===== src/rtl/hdlc_fmt_pkg.sv =====
package hdlc_fmt_pkg;

  typedef enum logic [1:0] {
    MODE_AUTO    = 2'b00,
    MODE_NONAUTO = 2'b01,
    MODE_TRANSP1 = 2'b10,
    MODE_TRANSP0 = 2'b11
  } rx_mode_e;

  localparam int unsigned ST_VALID = 7;
  localparam int unsigned ST_OVF   = 6;
  localparam int unsigned ST_CRC   = 5;
  localparam int unsigned ST_ABORT = 4;

  localparam int unsigned CRC_BYTES = 2;

  localparam logic [15:0] CRC_POLY_REV = 16'h8408;
  localparam logic [15:0] CRC_PRESET   = 16'hFFFF;
  localparam logic [15:0] CRC_RESIDUE  = 16'hF0B8;

  typedef struct packed {
    logic       keep;
    logic [7:0] data;
  } held_t;

endpackage


===== src/rtl/hdlc_crc16.sv =====
module hdlc_crc16 #(
  parameter logic [15:0] POLY   = hdlc_fmt_pkg::CRC_POLY_REV,
  parameter logic [15:0] PRESET = hdlc_fmt_pkg::CRC_PRESET
) (
  input  logic        clk_i,
  input  logic        rst_ni,
  input  logic        en_i,
  input  logic        restart_i,
  input  logic [7:0]  data_i,
  output logic [15:0] crc_next_o
);

  logic [15:0] crc_q;

  always_comb begin
    logic [15:0] c;
    logic        fb;
    c = restart_i ? PRESET : crc_q;
    for (int b = 0; b < 8; b++) begin
      fb = c[0] ^ data_i[b];
      c  = {1'b0, c[15:1]};
      if (fb) c = c ^ POLY;
    end
    crc_next_o = c;
  end

  always_ff @(posedge clk_i or negedge rst_ni) begin
    if (!rst_ni)   crc_q <= PRESET;
    else if (en_i) crc_q <= crc_next_o;
  end

endmodule


===== src/rtl/hdlc_frame_ctr.sv =====
module hdlc_frame_ctr #(
  parameter int unsigned CNT_W = 3
) (
  input  logic             clk_i,
  input  logic             rst_ni,
  input  logic             en_i,
  input  logic             first_i,
  input  logic             two_i,
  output logic             is_addr_o,
  output logic [CNT_W-1:0] len_o
);

  localparam logic [CNT_W-1:0] CNT_MAX = '1;

  logic [CNT_W-1:0] cnt_q;
  logic [CNT_W-1:0] idx;

  assign idx       = first_i ? '0 : cnt_q;
  assign is_addr_o = idx < (two_i ? CNT_W'(2) : CNT_W'(1));
  // saturating: only the comparison against the minimum length matters
  assign len_o     = (idx == CNT_MAX) ? CNT_MAX : idx + CNT_W'(1);

  always_ff @(posedge clk_i or negedge rst_ni) begin
    if (!rst_ni)   cnt_q <= '0;
    else if (en_i) cnt_q <= len_o;
  end

endmodule


===== src/rtl/hdlc_hold_line.sv =====
module hdlc_hold_line #(
  parameter int unsigned DEPTH = 2,
  parameter int unsigned W     = 9
) (
  input  logic         clk_i,
  input  logic         rst_ni,
  input  logic         push_i,
  input  logic         clear_i,
  input  logic [W-1:0] data_i,
  output logic         out_vld_o,
  output logic [W-1:0] out_data_o
);

  for (genvar s = 0; s < DEPTH; s++) begin : g_stage
    logic         v_q;
    logic [W-1:0] d_q;
    logic         src_v;
    logic [W-1:0] src_d;

    if (s == 0) begin : g_head
      assign src_v = 1'b1;
      assign src_d = data_i;
    end else begin : g_tail
      assign src_v = g_stage[s-1].v_q;
      assign src_d = g_stage[s-1].d_q;
    end

    always_ff @(posedge clk_i or negedge rst_ni) begin
      if (!rst_ni) begin
        v_q <= 1'b0;
        d_q <= '0;
      end else if (clear_i) begin
        v_q <= 1'b0;
      end else if (push_i) begin
        v_q <= src_v;
        d_q <= src_d;
      end
    end
  end

  assign out_vld_o  = g_stage[DEPTH-1].v_q;
  assign out_data_o = g_stage[DEPTH-1].d_q;

endmodule


===== src/rtl/hdlc_rx_fifo_fmt.sv =====
module hdlc_rx_fifo_fmt
  import hdlc_fmt_pkg::*;
#(
  parameter int unsigned MIN_LEN_STRIP = 4,
  parameter int unsigned MIN_LEN_KEEP  = 3
) (
  input  logic       clk_i,
  input  logic       rst_ni,
  input  logic [1:0] mode_i,
  input  logic       addr_push_i,
  input  logic       crc_store_i,
  input  logic       addr_two_i,
  input  logic       byte_valid_i,
  input  logic [7:0] byte_i,
  input  logic       sof_i,
  input  logic       eof_i,
  input  logic       abort_i,
  input  logic       fifo_full_i,
  output logic       fifo_we_o,
  output logic [7:0] fifo_data_o
);

  localparam int unsigned LEN_MAX = (MIN_LEN_STRIP > MIN_LEN_KEEP) ? MIN_LEN_STRIP : MIN_LEN_KEEP;
  localparam int unsigned CNT_RAW = $clog2(LEN_MAX + 1);
  localparam int unsigned CNT_W   = (CNT_RAW < 2) ? 2 : CNT_RAW;
  localparam logic [CNT_W-1:0] MIN_S = CNT_W'(MIN_LEN_STRIP);
  localparam logic [CNT_W-1:0] MIN_K = CNT_W'(MIN_LEN_KEEP);
  localparam int unsigned HELD_W = $bits(held_t);

  rx_mode_e mode_in;
  logic     in_frame_q;
  logic     cfg_addr_q, cfg_crc_q, cfg_two_q;
  logic     byte_first, accept, end_byte, abort_ev;
  logic     in_addr_eff, in_crc_eff;
  logic     cur_addr, cur_crc, cur_two;
  logic     is_addr, keep;
  logic [CNT_W-1:0] len;
  logic [15:0] crc_next;
  held_t    held_in, held_out;
  logic     held_vld;
  logic     hold_push, hold_clear;
  logic     wr_req, wr_ok, ovf_hit, ovf_now, ovf_q;
  logic [7:0] wr_data;
  logic     stat_pend_q;
  logic [7:0] stat_q, stat_d;

  assign mode_in     = rx_mode_e'(mode_i);
  assign in_addr_eff = addr_push_i & ((mode_in == MODE_NONAUTO) | (mode_in == MODE_TRANSP1));
  assign in_crc_eff  = crc_store_i & (mode_in == MODE_NONAUTO);

  assign abort_ev   = abort_i & in_frame_q;
  assign byte_first = byte_valid_i & sof_i & ~abort_ev;
  assign accept     = byte_valid_i & (sof_i | in_frame_q) & ~abort_ev;
  assign end_byte   = accept & eof_i;

  // controls apply from the first byte, then stay latched for the frame
  assign cur_addr = byte_first ? in_addr_eff : cfg_addr_q;
  assign cur_crc  = byte_first ? in_crc_eff  : cfg_crc_q;
  assign cur_two  = byte_first ? addr_two_i  : cfg_two_q;

  always_ff @(posedge clk_i or negedge rst_ni) begin
    if (!rst_ni) begin
      cfg_addr_q <= 1'b0;
      cfg_crc_q  <= 1'b0;
      cfg_two_q  <= 1'b0;
    end else if (byte_first) begin
      cfg_addr_q <= in_addr_eff;
      cfg_crc_q  <= in_crc_eff;
      cfg_two_q  <= addr_two_i;
    end
  end

  always_ff @(posedge clk_i or negedge rst_ni) begin
    if (!rst_ni)                   in_frame_q <= 1'b0;
    else if (end_byte | abort_ev)  in_frame_q <= 1'b0;
    else if (byte_first)           in_frame_q <= 1'b1;
  end

  hdlc_frame_ctr #(.CNT_W(CNT_W)) i_ctr (
    .clk_i     (clk_i),
    .rst_ni    (rst_ni),
    .en_i      (accept),
    .first_i   (byte_first),
    .two_i     (cur_two),
    .is_addr_o (is_addr),
    .len_o     (len)
  );

  hdlc_crc16 i_crc (
    .clk_i      (clk_i),
    .rst_ni     (rst_ni),
    .en_i       (accept),
    .restart_i  (byte_first),
    .data_i     (byte_i),
    .crc_next_o (crc_next)
  );

  assign keep       = ~is_addr | cur_addr;
  assign held_in    = '{keep: keep, data: byte_i};
  assign hold_push  = accept & ~cur_crc;
  assign hold_clear = end_byte | abort_ev;

  hdlc_hold_line #(.DEPTH(CRC_BYTES), .W(HELD_W)) i_hold (
    .clk_i      (clk_i),
    .rst_ni     (rst_ni),
    .push_i     (hold_push),
    .clear_i    (hold_clear),
    .data_i     (held_in),
    .out_vld_o  (held_vld),
    .out_data_o (held_out)
  );

  always_comb begin
    if (cur_crc) begin
      wr_req  = accept & keep;
      wr_data = byte_i;
    end else begin
      wr_req  = hold_push & held_vld & held_out.keep;
      wr_data = held_out.data;
    end
  end

  assign ovf_hit = wr_req & fifo_full_i;
  assign wr_ok   = wr_req & ~fifo_full_i;
  assign ovf_now = (byte_first ? 1'b0 : ovf_q) | ovf_hit;

  always_ff @(posedge clk_i or negedge rst_ni) begin
    if (!rst_ni)     ovf_q <= 1'b0;
    else if (accept) ovf_q <= ovf_now;
  end

  always_comb begin
    stat_d = '0;
    if (abort_ev) begin
      stat_d[ST_ABORT] = 1'b1;
      stat_d[ST_OVF]   = ovf_q;
    end else begin
      stat_d[ST_VALID] = len >= (cur_crc ? MIN_K : MIN_S);
      stat_d[ST_CRC]   = crc_next == CRC_RESIDUE;
      stat_d[ST_OVF]   = ovf_now;
    end
  end

  always_ff @(posedge clk_i or negedge rst_ni) begin
    if (!rst_ni) begin
      stat_pend_q <= 1'b0;
      stat_q      <= '0;
    end else begin
      stat_pend_q <= end_byte | abort_ev;
      if (end_byte | abort_ev) stat_q <= stat_d;
    end
  end

  always_ff @(posedge clk_i or negedge rst_ni) begin
    if (!rst_ni) begin
      fifo_we_o   <= 1'b0;
      fifo_data_o <= '0;
    end else begin
      fifo_we_o <= stat_pend_q | wr_ok;
      if (stat_pend_q)  fifo_data_o <= stat_q;
      else if (wr_ok)   fifo_data_o <= wr_data;
    end
  end

endmodule


===== config.mk =====
export PLATFORM = sky130hd
export DESIGN_NAME = hdlc_rx_fifo_fmt
export DESIGN_NICKNAME = d
export VERILOG_FILES = /design/src/rtl/hdlc_fmt_pkg.sv /design/src/rtl/hdlc_crc16.sv /design/src/rtl/hdlc_frame_ctr.sv /design/src/rtl/hdlc_hold_line.sv /design/src/rtl/hdlc_rx_fifo_fmt.sv
export SDC_FILE = /design/constraint.sdc
export NUM_CORES = 1
export LEC_CHECK = 0
export CAP_MARGIN = 15
export CORE_ASPECT_RATIO = 1.1
export CORE_MARGIN = 2
export CORE_UTILIZATION = 45
export CTS_CLUSTER_SIZE = 30
export DETAILED_ROUTE_END_ITERATION = 12
export PLACE_DENSITY_LB_ADDON = 0.15
export SLEW_MARGIN = 10
export SYNTH_ARGS = -nofsm -noshare
export SYNTH_HDL_FRONTEND = slang
export SYNTH_HIERARCHICAL = 1
export SYNTH_SLANG_ARGS = --single-unit

===== constraint.sdc =====
create_clock -name clk_i -period 7.9 [get_ports clk_i]
set_clock_uncertainty 0.2 [all_clocks]
set_input_delay 1.58 -clock clk_i [delete_from_list [all_inputs] [get_ports clk_i]]
set_output_delay 1.58 -clock clk_i [all_outputs]
set_load 0.005 [all_outputs]

Yosys cells after proc, flatten, opt, wreduce, memory -nomap -nowiden
Index checks and enable logic that the tools add are counted.
{"block": "word_totals", "reg_bits": 58, "in_bits": 20, "output_inout_bits": 9, "wordCells": 98}
{"block": "classes", "add_sub_neg": 1, "order_cmp": 2, "n_eq_ne": 4, "n_mux": 31, "bitwise_logic": 41, "n_reduce_logical": 4}
{"operator": "$mux W16", "count": 9}
{"operator": "$mux W8", "count": 3}
{"operator": "$not A2 Y3", "count": 8}
{"operator": "$eq A16 B16 Y1 const B", "count": 1}
{"operator": "$mux W1", "count": 15}
{"operator": "$and A1 B1 Y1", "count": 14}
{"operator": "$mux W3", "count": 3}
{"operator": "$xor A1 B1 Y1", "count": 8}
{"operator": "$or A1 B1 Y1", "count": 6}
{"operator": "$reduce_bool A2 Y1", "count": 3}
{"operator": "$not A1 Y1", "count": 5}
{"operator": "$add A3 B1 Y3 const B", "count": 1}
{"operator": "$eq A3 B3 Y1 const B", "count": 1}
{"operator": "$ge A3 B3 Y1", "count": 1}
{"operator": "$lt A3 B3 Y1", "count": 1}
{"operator": "$eq A2 B1 Y1 const B", "count": 1}
{"operator": "$eq A2 B2 Y1 const B", "count": 1}
{"operator": "$mux W2", "count": 1}
{"operator": "$reduce_and A2 Y1", "count": 1}

Depth between registers and ports, before layout
Gate-level depths: netlist of the first run.
{"block": "depth", "ltp_word": 22, "ltp_mapped": 11, "mapped_depth_nobuf": 10}

Cells and area by module
The synthesis of the first run kept the hierarchy.
{"module": "hdlc_crc16", "instances": 1, "cells_per_inst": 128, "area_per_inst_um2": 1248.7, "seq_area_each_um2": 420.4}
{"module": "hdlc_rx_fifo_fmt", "instances": 1, "cells_per_inst": 110, "area_per_inst_um2": 1098.6, "seq_area_each_um2": 475.5}
{"module": "hdlc_hold_line", "instances": 1, "cells_per_inst": 45, "area_per_inst_um2": 807.0, "seq_area_each_um2": 500.5}
{"module": "hdlc_frame_ctr", "instances": 1, "cells_per_inst": 22, "area_per_inst_um2": 197.7, "seq_area_each_um2": 75.1}

Worst setup path before layout of the first run
OpenSTA, ideal clock, no wires.
{"block": "synth_timing", "path_type": "in2reg", "start": "in abort_i", "end": "reg i_hold.g_stage[0].d_q[0]", "setup_ns": 0.125, "arrival_time_ns": 3.576, "required_time_ns": 7.575, "setup_slack_ns": 3.999, "path_stages": 10, "path_buffers": 3, "path_cell_list": "and2_4 -> nor2_8 -> mux2i_2 -> buf_2 -> inv_1 -> nor2_1 -> nor2b_4 -> buf_6 -> buf_12 -> mux2_4"}
{"block": "synth_via", "elab_chain_cells": 7}
{"element": "from (decl)", "line_no": "hdlc_rx_fifo_fmt.sv:17", "rtl": "input logic abort_i,"}
{"element": "$and A1 B1 Y1", "line_no": "hdlc_rx_fifo_fmt.sv:51", "rtl": "assign abort_ev = abort_i & in_frame_q;"}
{"element": "$not A1 Y1", "line_no": "hdlc_rx_fifo_fmt.sv:52", "rtl": "assign byte_first = byte_valid_i & sof_i & ~abort_ev;"}
{"element": "$and A1 B1 Y1", "line_no": "hdlc_rx_fifo_fmt.sv:52"}
{"element": "via byte_first", "line_no": "hdlc_rx_fifo_fmt.sv:33", "rtl": "logic byte_first, accept, end_byte, abort_ev;"}
{"element": "$mux W1"}
{"element": "via cur_crc", "line_no": "hdlc_rx_fifo_fmt.sv:35", "rtl": "logic cur_addr, cur_crc, cur_two;"}
{"element": "$not A1 Y1", "line_no": "hdlc_rx_fifo_fmt.sv:100", "rtl": "assign hold_push = accept & ~cur_crc;"}
{"element": "$and A1 B1 Y1", "line_no": "hdlc_rx_fifo_fmt.sv:100"}
{"element": "via hold_push", "line_no": "hdlc_rx_fifo_fmt.sv:41", "rtl": "logic hold_push, hold_clear;"}
{"element": "$reduce_and A2 Y1 (no line)"}
{"element": "to (signal assigned)", "line_no": "hdlc_hold_line.sv:36", "rtl": "d_q <= src_d;"}
{"element": "to (decl)", "line_no": "hdlc_hold_line.sv:16", "rtl": "logic [W-1:0] d_q;"}
The timed path passes the listed nets, and every way through them passes these cells.
A chain may end at the register's enable or synchronous reset.

Worst setup path after layout of the first run
{"block": "layout_timing", "start": "in byte_valid_i", "end": "reg fifo_data_o[1]"}
{"block": "layout_via", "elab_chain_cells": 11}
{"element": "from (decl)", "line_no": "hdlc_rx_fifo_fmt.sv:13", "rtl": "input logic byte_valid_i,"}
{"element": "$and A1 B1 Y1 (2 in a row)", "line_no": "hdlc_rx_fifo_fmt.sv:52"}
{"element": "via byte_first", "line_no": "hdlc_rx_fifo_fmt.sv:33"}
{"element": "$mux W1"}
{"element": "via cur_two", "line_no": "hdlc_rx_fifo_fmt.sv:35"}
{"element": "$mux W2", "line_no": "hdlc_frame_ctr.sv:19", "rtl": "assign is_addr_o = idx < (two_i ? CNT_W'(2) : CNT_W'(1));"}
{"element": "$lt A3 B3 Y1", "line_no": "hdlc_frame_ctr.sv:19"}
{"element": "via is_addr", "line_no": "hdlc_rx_fifo_fmt.sv:36", "rtl": "logic is_addr, keep;"}
{"element": "$not A1 Y1", "line_no": "hdlc_rx_fifo_fmt.sv:98", "rtl": "assign keep = ~is_addr | cur_addr;"}
{"element": "$or A1 B1 Y1", "line_no": "hdlc_rx_fifo_fmt.sv:98"}
{"element": "$and A1 B1 Y1", "line_no": "hdlc_rx_fifo_fmt.sv:115", "rtl": "wr_req = accept & keep;"}
{"element": "$mux W1", "line_no": "hdlc_rx_fifo_fmt.sv:114", "rtl": "if (cur_crc) begin"}
{"element": "$and A1 B1 Y1", "line_no": "hdlc_rx_fifo_fmt.sv:124", "rtl": "assign wr_ok = wr_req & ~fifo_full_i;"}
{"element": "$reduce_bool A2 Y1 (no line)"}
{"element": "to (signal assigned)", "line_no": "hdlc_rx_fifo_fmt.sv:160", "rtl": "if (stat_pend_q) fifo_data_o <= stat_q;"}
{"element": "to (signal assigned)", "line_no": "hdlc_rx_fifo_fmt.sv:161", "rtl": "else if (wr_ok) fifo_data_o <= wr_data;"}
{"element": "to (decl)", "line_no": "hdlc_rx_fifo_fmt.sv:20", "rtl": "output logic [7:0] fifo_data_o"}
The timed path passes the listed nets, and every way through them passes these cells. The select of a mux whose other input is x is not followed.

==> flow_summary.toml, run 1 <==
[drt]
routed_wl_um = 6460
drt_iter0_drc = 58
num_vias = 2237
vias_per_cell = 5.26
drc = 0
drt_first_pass_iters = 4
ant_nets = 0
wl_per_cell_um = 15.2

[logic_synthesis]
ys_seq_area_share_pct = 43.9
synth-simple-area-share_pct = 13.8
synthesis.area_um2 = 3350
synthAdderAreaFrac_pct = 0.747
async_flop_share_pct = 100
synth_seq_cells = 58
synth-edff-count = 0
synth_xor_area_share_pct = 11.6
synth_top_family_by_area = "multiplexers"
synth-compound-area-share_pct = 11.3
synthCells = 305
ys_warn_count = 6
synthMuxAreaShare_pct = 14.1
synth_fp_nets = 327
ys_types = 54
synthFlopType = "dfrtp_1"
syn_avg_cell_area_um2 = 11.0

[cts]
ctsResizeCount = 0
clkLatencyLatePin_ns = 0.33
cts.htree.levels = 3
postCtsSetupRepairBufs = 0
cts_inserted_buffers = 9
cts_tree = "built"
clkTransAtPathRegs_ns = 0.06
cts.hold.buffers_added = 0
cts_root_buf = "clkbuf_8"
clock_tree.buffer_depth = 2
clock-sinks = 58

[setup_path]
required_ns = 7.93
reg2reg_slack_ns = 4.58
r2r-start = "in_frame_q$_DFFE_PN0P_"
rr_worst_depth = 9
crit_type = "primary input to register"
worstSetupStartpointType = "primary input"
crit_path_end_kind = "register"
startpoint = "byte_valid_i"
crit_fanout = 26
r2r_end = "fifo_data_o[1]$_DFFE_PN0P_"
worstPathArrival_ns = 4.67

[sta]
timing.setup.tns_ns = 0
final-hold-violation-count = 0
fmax_ghz = 0.216
rsz0062_at_grt = "false"
setup-violations-final = 0
min_period_over_period_pct = 58.7
hold_slack_ns = 0.282
worst_slew_pin_slew_ns = 1.03
fin_crit_ns = 4.64
drv_slew = 0
relSlewSlack_pct = 31.4

[power]
power_leakage_nw = 1.64
power_density_nw_per_um2 = 369
irDropWorstVdd_v = 0.000187

[placement]
routabilityCongestion = 0.721
post_dp_cell_area_um2 = 3660
portBuffers = 28
dp.final_hpwl_um = 4510

[grt]
grt_use_total_pct = 17.9
grt_pass1_wl_um = 11200
antenna_found_initial = 0
grt_overflow = 0
grt_pass1_vias = 2266
grt_max_degree = 59

[die]
row_count = 33
fp.dieArea_um2 = 8160
io_pins = 29
die_h_um = 94.5
core_area_um2 = 7350
die_w_um = 86.3
initial_core_util_pct = 45.6

[worst_hold_path]
hold_class = "register to register"
min_path_cells = 2
min_to = "stat_q[7]$_DFFE_PN0P_"
min_from = "stat_q[7]$_DFFE_PN0P_"

[cells_and_area]
design_area_um2 = 3860
final_cell_mix = "dfrtp_1, nand2_1, nor2_1, clkdlybuf4s50_1, mux2_2"
diodes = 0
final_common_cell = "dfrtp_1"
synthToLayoutAreaGrowth_pct = 15.2
drive_gt1_share_pct = 25.1
nNetsFinal = 355

[status]
status = "finished, final reports clean"

[run]
cap_violations = 0
## sequential cells by signal, indices dropped and copies added (netlist names), 3 cells and up
name	count
i_hold/out_data_o	9
i_hold/g_stage.d_q	9
fifo_data_o	8
i_ctr/cnt_q	3
stat_q	4
i_crc/crc_q	16
## per-layer routing
| metal | global-route usage (%) | vias to the layer above | part of all wire (%) | routed length (µm) |
|---|---|---|---|---|
| met2 | 26.6 | 46 | 46 | 2950 |
| met1 | 24.8 | 1073 | 49 | 3160 |
| met4 | 8.85 | 0 | 2.2 | 144 |
| met5 | 0 | - | 0 | 0 |
| li1 | - | 1104 | - | - |
| met3 | 3.76 | 14 | 3.2 | 208 |
## cells in the mapped netlist, types with 4 or more instances
| cell type | number | area, µm² |
|---|---|---|
| a211oi_1 | 4 | 30.0 |
| a21oi_1 | 17 | 85.1 |
| a311oi_2 | 4 | 60.1 |
| and2_1 | 4 | 25.0 |
| buf_2 | 5 | 25.0 |
| dfrtp_1 | 42 | 1050 |
| dfstp_2 | 16 | 420 |
| inv_1 | 15 | 56.3 |
| mux2_2 | 23 | 259 |
| mux2_4 | 10 | 150 |
| mux2i_1 | 5 | 50.1 |
| nand2_1 | 28 | 105 |
| nand2b_1 | 5 | 31.3 |
| nand3_1 | 7 | 35.0 |
| nor2_1 | 27 | 101 |
| o21ai_0 | 8 | 40.0 |
| xnor2_1 | 15 | 131 |
| xnor3_1 | 4 | 90.1 |
| xor2_1 | 14 | 123 |
## cells by family after synthesis
kind of cell,after synthesis
AO/OA/AOI/OAI,51
adder cells (fa/ha/maj),2
multiplexers,39
buffers and inverters,29
AND/OR/NAND/NOR,91
flip-flops,58
XOR/XNOR,35
## worst max path at each step
stage                                            to  cells past startpoint
5_1_grt                  fifo_data_o[1]$_DFFE_PN0P_                     10
2_1_floorplan  i_hold/g_stage[0].d_q[0]$_DFFE_PN0P_                     10
3_5_place_dp             fifo_data_o[1]$_DFFE_PN0P_                     10
6_report                 fifo_data_o[1]$_DFFE_PN0P_                     10
3_3_place_gp             fifo_data_o[4]$_DFFE_PN0P_                     10
4_1_cts                  fifo_data_o[1]$_DFFE_PN0P_                     10
## critical path, cell delays in order
cell and delay [ns]:
clkdlybuf4s50_1 0.55, nand2_2 0.12, nor2_8 0.33, mux2_2 0.39, nand2b_1 0.14, a21o_1 0.20
o21a_1 0.14, a2111oi_4 0.79, nor2_1 0.13, a311oi_2 0.29
## cell type report
class	count	area (µm²)
Tap cell	87	109
Sequential cell	58	1470
Clock inverter	5	52.6
Clock buffer	11	151
Inverter	16	60.1
Fill cell	668	3490
Multi-Input combinational cell	218	1730
Timing Repair Buffer	30	290
## metrics by stage
stage	util (%)	cells	worst slack, ns	total power [mW]
2_1_floorplan	-	305	4.00	1.02
3_5_place_dp	49.8	409	2.92	1.15
6_report	52.5	425	3.26	1.43
4_1_cts	52.5	425	3.28	1.44
3_3_place_gp	49.8	409	3.00	1.15
5_1_grt	52.5	425	3.03	1.54
## power breakdown
| part | internal [mW] | total [mW] | switching (mW) | leakage [nW] |
|---|---|---|---|---|
| sequential | 0.445 | 0.544 | 0.0989 | 0.684 |
| clock | 0.161 | 0.279 | 0.118 | 0.105 |
| combinational | 0.327 | 0.602 | 0.275 | 0.856 |
(Power assumes the default switching activity.)
==> run 2, diff against run 1 <==
==> constraint.sdc (replaced) <==
create_clock -name clk_i -period 4.62 [get_ports clk_i]
set_clock_uncertainty 0.2 [all_clocks]
set_input_delay 0.924 -clock clk_i [delete_from_list [all_inputs] [get_ports clk_i]]
set_output_delay 0.924 -clock clk_i [all_outputs]
set_load 0.005 [all_outputs]
==> run 2 against run 1 <==
Net effect:
- first-iteration DRC count grew 3.4%
- worst setup slack lost 2.1 ns
- final cell count grew 0.71%
- global-route usage grew 0.81 points
- cell area grew 0.58%
- via count grew 2.7%
- sequential power grew 72%
- count of clock-buffer cells in the layout is the same
- largest power group unchanged
==> flow_summary.toml, run 2 (same netlist as run 1, synthesis figures left out) <==
[drt]
num_vias = 2297
vias_per_cell = 5.37
wl_per_cell_um = 15.9
drc = 0
drt_iter0_drc = 60
routed_wl_um = 6820
drt_first_pass_iters = 4
ant_nets = 0

[placement]
dp_worst_setup_slack_ns = 0.784
post_dp_cell_area_um2 = 3680
routabilityCongestion = 0.796
dp.final_hpwl_um = 4840
portBuffers = 28

[sta]
fin_crit_ns = 3.49
hold_slack_ns = 0.294
rsz0062_at_grt = "false"
timing.setup.tns_ns = 0
final-hold-violation-count = 0
min_period_over_period_pct = 75.5
fmax_ghz = 0.287
worst_slew_pin_slew_ns = 1.03
finalWorstSetupSlack_ns = 1.13
relSlewSlack_pct = 31.0
drv_slew = 0
setup-violations-final = 0

[cts]
clkTransAtPathRegs_ns = 0.07
postCtsSetupRepairBufs = 0
cts.htree.levels = 3
clkLatencyLatePin_ns = 0.33
cts.hold.buffers_added = 0
cts_inserted_buffers = 9
cts_tree = "built"
clock-sinks = 58
clock_tree.buffer_depth = 2
cts_root_buf = "clkbuf_8"
ctsResizeCount = 0

[setup_path]
worstSetupStartpointType = "primary input"
crit_family = "buffers and inverters"
slowest_delay_ns = 0.56
critPathBufInv = 2
slowest_stage = "clkdlybuf4s50_1"
worstPathArrival_ns = 3.48
crit_chain = "clkdlybuf4s50_1 -> nand2_2 -> nor2_8 -> mux2_2 -> nand2b_1 -> a21o_1 -> o21a_1 -> a2111oi_4 -> buf_4 -> mux2i_1 -> o21ai_0"
crit_fanout = 13
required_ns = 4.61
crit_type = "primary input to register"
crit_path_end_kind = "register"

[die]
initial_core_util_pct = 45.6
io_pins = 29
die_h_um = 94.5
core_area_um2 = 7350
row_count = 33
fp.dieArea_um2 = 8160
die_w_um = 86.3

[worst_hold_path]
hold_class = "register to register"

[grt]
antenna_found_initial = 0
grt_pass1_wl_um = 11700
grt_pass1_vias = 2399
grt_use_total_pct = 18.7
grt_max_degree = 34
grt_overflow = 0

[cells_and_area]
final_common_cell = "dfrtp_1"
final_cell_mix = "dfrtp_1, nand2_1, nor2_1, clkdlybuf4s50_1, mux2_2"
drive_gt1_share_pct = 25.8
top_register = "i_crc/crc_q"
diodes = 0
nNetsFinal = 358
synthToLayoutAreaGrowth_pct = 15.9
largest_reg_flops = 16
fill_cells = 676
design_area_um2 = 3880

[power]
p_total_mw = 2.44
irDropWorstVdd_v = 0.000326
power_density_nw_per_um2 = 629
power_leakage_nw = 1.66

[run]
cap_violations = 0

[status]
status = "finished, final reports clean"
-- run 2: changes by cell type in the layout (fill, tap and decap cells not counted), sizes merged --
cell and delta:
buf +3
-- run 2: final cells by class --
cell class	count	area [µm²]	share of cell area, %
Clock inverter	5	52.6	1.35
Sequential cell	58	1470	37.9
Multi-Input combinational cell	218	1730	44.5
Tap cell	87	109	2.80
Clock buffer	11	151	3.90
Inverter	16	60.1	1.55
Timing Repair Buffer	33	313	8.05
-- run 2: metal layers --
| layer | vias up | global-route usage [%] | part of all wire, % | wire (µm) |
|---|---|---|---|---|
| li1 | 1113 | - | - | - |
| met1 | 1142 | 24.4 | 47 | 3180 |
| met2 | 34 | 31.1 | 49 | 3330 |
| met3 | 8 | 3.50 | 3.3 | 224 |
| met4 | 0 | 6.90 | 1.2 | 82 |
| met5 | - | 0 | 0 | 0 |
-- run 2: worst register-to-register path, delay by kind of cell, from the launching register on --
kind	cells	cell delay (ns)
DFF	1	0.41
AOI/OAI and AO/OA	4	0.65
muxes	2	0.58
and+or+nand+nor	3	0.55
buffers and inverters	1	0.28
-- run 2: final timing paths --
kind                                         from                         end  slack (ns)  cells after the start
setup / recovery                     byte_valid_i  fifo_data_o[5]$_DFFE_PN0P_        1.13                     11
hold / removal              stat_q[4]$_DFFE_PN0P_       stat_q[4]$_DFFE_PN0P_        0.29                      2
setup reg to reg           in_frame_q$_DFFE_PN0P_  fifo_data_o[5]$_DFFE_PN0P_        1.81                     10
hold reg to reg             stat_q[4]$_DFFE_PN0P_       stat_q[4]$_DFFE_PN0P_        0.29                      2
max in group asynchronous                  rst_ni  i_crc/crc_q[2]$_DFFE_PN1P_        2.88                      2
min in group asynchronous                  rst_ni  i_ctr/cnt_q[0]$_DFFE_PN0P_        0.44                      1
-- run 2: power by group --
part           internal, mW  switching, mW  leakage, nW
Sequential            0.761          0.173        0.684
Combinational         0.562          0.467        0.871
Clock                 0.275          0.203        0.105
-- run 2: per-stage QoR --
stage | util [%] | instances
after global routing | 52.8 | 428
after CTS | 52.8 | 428
after global placement | 50.1 | 412
final | 52.8 | 428
after detailed placement | 50.1 | 412
after floorplan | - | 305
==> run 3, diff against run 2 <==
==> constraint.sdc (replaced) <==
create_clock -name clk_i -period 3.5 [get_ports clk_i]
set_clock_uncertainty 0.2 [all_clocks]
set_input_delay 0.7 -clock clk_i [delete_from_list [all_inputs] [get_ports clk_i]]
set_output_delay 0.7 -clock clk_i [all_outputs]
set_load 0.005 [all_outputs]
==> run 3 against run 2 <==
Net effect:
- final cell count increased by 2.3%
- core utilization increased by 1.4 points
- register-to-register slack got worse by 0.88 ns
- critical path type unchanged
- critical endpoint is now fifo_data_o[7]$_DFFE_PN0P_
==> flow_summary.toml, run 3 (same netlist as run 1, synthesis figures left out) <==
[sta]
rsz0062_at_grt = "false"
min_period_over_period_pct = 86.8
timing.setup.tns_ns = 0
setup-violations-final = 0
drv_slew = 0
worst_slew_pin_slew_ns = 0.711
fmax_ghz = 0.329
final-hold-violation-count = 0
relSlewSlack_pct = 52.6
finalWorstSetupSlack_ns = 0.461
fin_crit_ns = 3.04

[setup_path]
rr_worst_depth = 10
crit_type = "primary input to register"
crit_path_end_kind = "register"
crit_fanout = 13
slowest_delay_ns = 0.55
crit_chain = "clkdlybuf4s50_1 -> nand2_2 -> nor2_8 -> mux2_2 -> nand2b_1 -> a21o_1 -> o21a_1 -> a2111oi_4 -> buf_12 -> mux2i_1 -> o21ai_0"
worstSetupStartpointType = "primary input"
slowest_stage = "clkdlybuf4s50_1"
required_ns = 3.50
worstPathArrival_ns = 3.04

[cells_and_area]
fin_util_pct = 54.3
fin_cells = 438
final_cell_mix = "dfrtp_1, nand2_1, nor2_1, clkdlybuf4s50_1, mux2_2"
nNetsFinal = 368
drive_gt1_share_pct = 27.6
synthToLayoutAreaGrowth_pct = 19.0
diodes = 0
largest_reg_flops = 16
final_common_cell = "dfrtp_1"
top_register = "i_crc/crc_q"

[die]
fp.dieArea_um2 = 8160
row_count = 33
initial_core_util_pct = 45.6
die_h_um = 94.5
die_w_um = 86.3
io_pins = 29
core_area_um2 = 7350

[cts]
clock_tree.buffer_depth = 2
clkLatencyLatePin_ns = 0.33
cts_root_buf = "clkbuf_8"
ctsResizeCount = 0
clkTransAtPathRegs_ns = 0.07
cts_tree = "built"
cts.htree.levels = 3
clock-sinks = 58
postCtsSetupRepairBufs = 0
cts.hold.buffers_added = 0
cts_inserted_buffers = 9

[drt]
drt_first_pass_iters = 4
drt_iter0_drc = 78
num_vias = 2281
routed_wl_um = 6680
wl_per_cell_um = 15.2
ant_nets = 0
vias_per_cell = 5.21
drc = 0

[power]
power_leakage_nw = 1.72
irDropWorstVdd_v = 0.000400
power_density_nw_per_um2 = 810

[grt]
grt_use_total_pct = 18.4
grt_pass1_wl_um = 11600
grt_max_degree = 32
grt_overflow = 0
grt_pass1_vias = 2284
antenna_found_initial = 0

[run]
cap_violations = 0

[placement]
routabilityCongestion = 0.772
dp.final_hpwl_um = 4960
portBuffers = 28
dp_worst_setup_slack_ns = 0.112
dp.cells = 422

[status]
status = "finished, final reports clean"

[worst_hold_path]
hold_class = "primary input to asynchronous set/reset pin"
## run 3: changes by cell type in the layout (fill, tap and decap cells not counted), sizes merged
cell      previous run  this run
buf                  6        16
clkinv               4         5
clkinvlp             1         0
## run 3: cell type report
class	instances	area, µm²
Multi-Input combinational cell	218	1730
Sequential cell	58	1470
Inverter	16	60.1
Timing Repair Buffer	43	425
Tap cell	87	109
Clock buffer	11	141
Fill cell	672	3360
Clock inverter	5	53.8
## run 3: routing by layer
metal  vias to the layer above  global-route usage [%]  share of wire [%]
met2                        36                    29.1                 48
met1                      1112                    24.9                 47
met5                         -                       0                  0
met4                         0                    4.30               0.72
met3                         5                    5.68                3.6
li1                       1128                       -                  -
## run 3: power by group
part | internal, mW | switching [mW]
combinational | 0.764 | 0.619
clock | 0.346 | 0.261
sequential | 1.01 | 0.233
total | 2.12 | 1.11
## run 3: path summary, 6_finish.rpt
path	endpoint	slack, ns	from
setup reg to reg	fifo_data_o[7]$_DFFE_PN0P_	0.93	in_frame_q$_DFFE_PN0P_
max in group asynchronous	i_crc/crc_q[11]$_DFFE_PN1P_	2.13	rst_ni
hold / removal	i_hold/g_stage[0].v_q$_DFFE_PN0P_	0.21	rst_ni
hold reg to reg	stat_q[4]$_DFFE_PN0P_	0.28	stat_q[4]$_DFFE_PN0P_
setup / recovery	fifo_data_o[7]$_DFFE_PN0P_	0.46	byte_valid_i
min in group clk_i	stat_q[4]$_DFFE_PN0P_	0.28	stat_q[4]$_DFFE_PN0P_
## run 3: critical path, delay by kind of cell
| family | cells | cell delay (ns) |
|---|---|---|
| multiplexers | 2 | 0.53 |
| buffers and inverters | 2 | 0.74 |
| AO/OA/AOI/OAI | 4 | 0.66 |
| AND/OR/NAND/NOR | 3 | 0.39 |
## run 3: metrics by stage
stage	cell area, µm²	total power, mW	hold WS, ns
finish	3990	3.23	0.214
global route	3990	3.49	0.249
CTS	3990	3.27	0.224
detailed placement	3790	2.63	0.275
global placement	3790	2.61	0.267
floorplan	3350	2.31	0.204
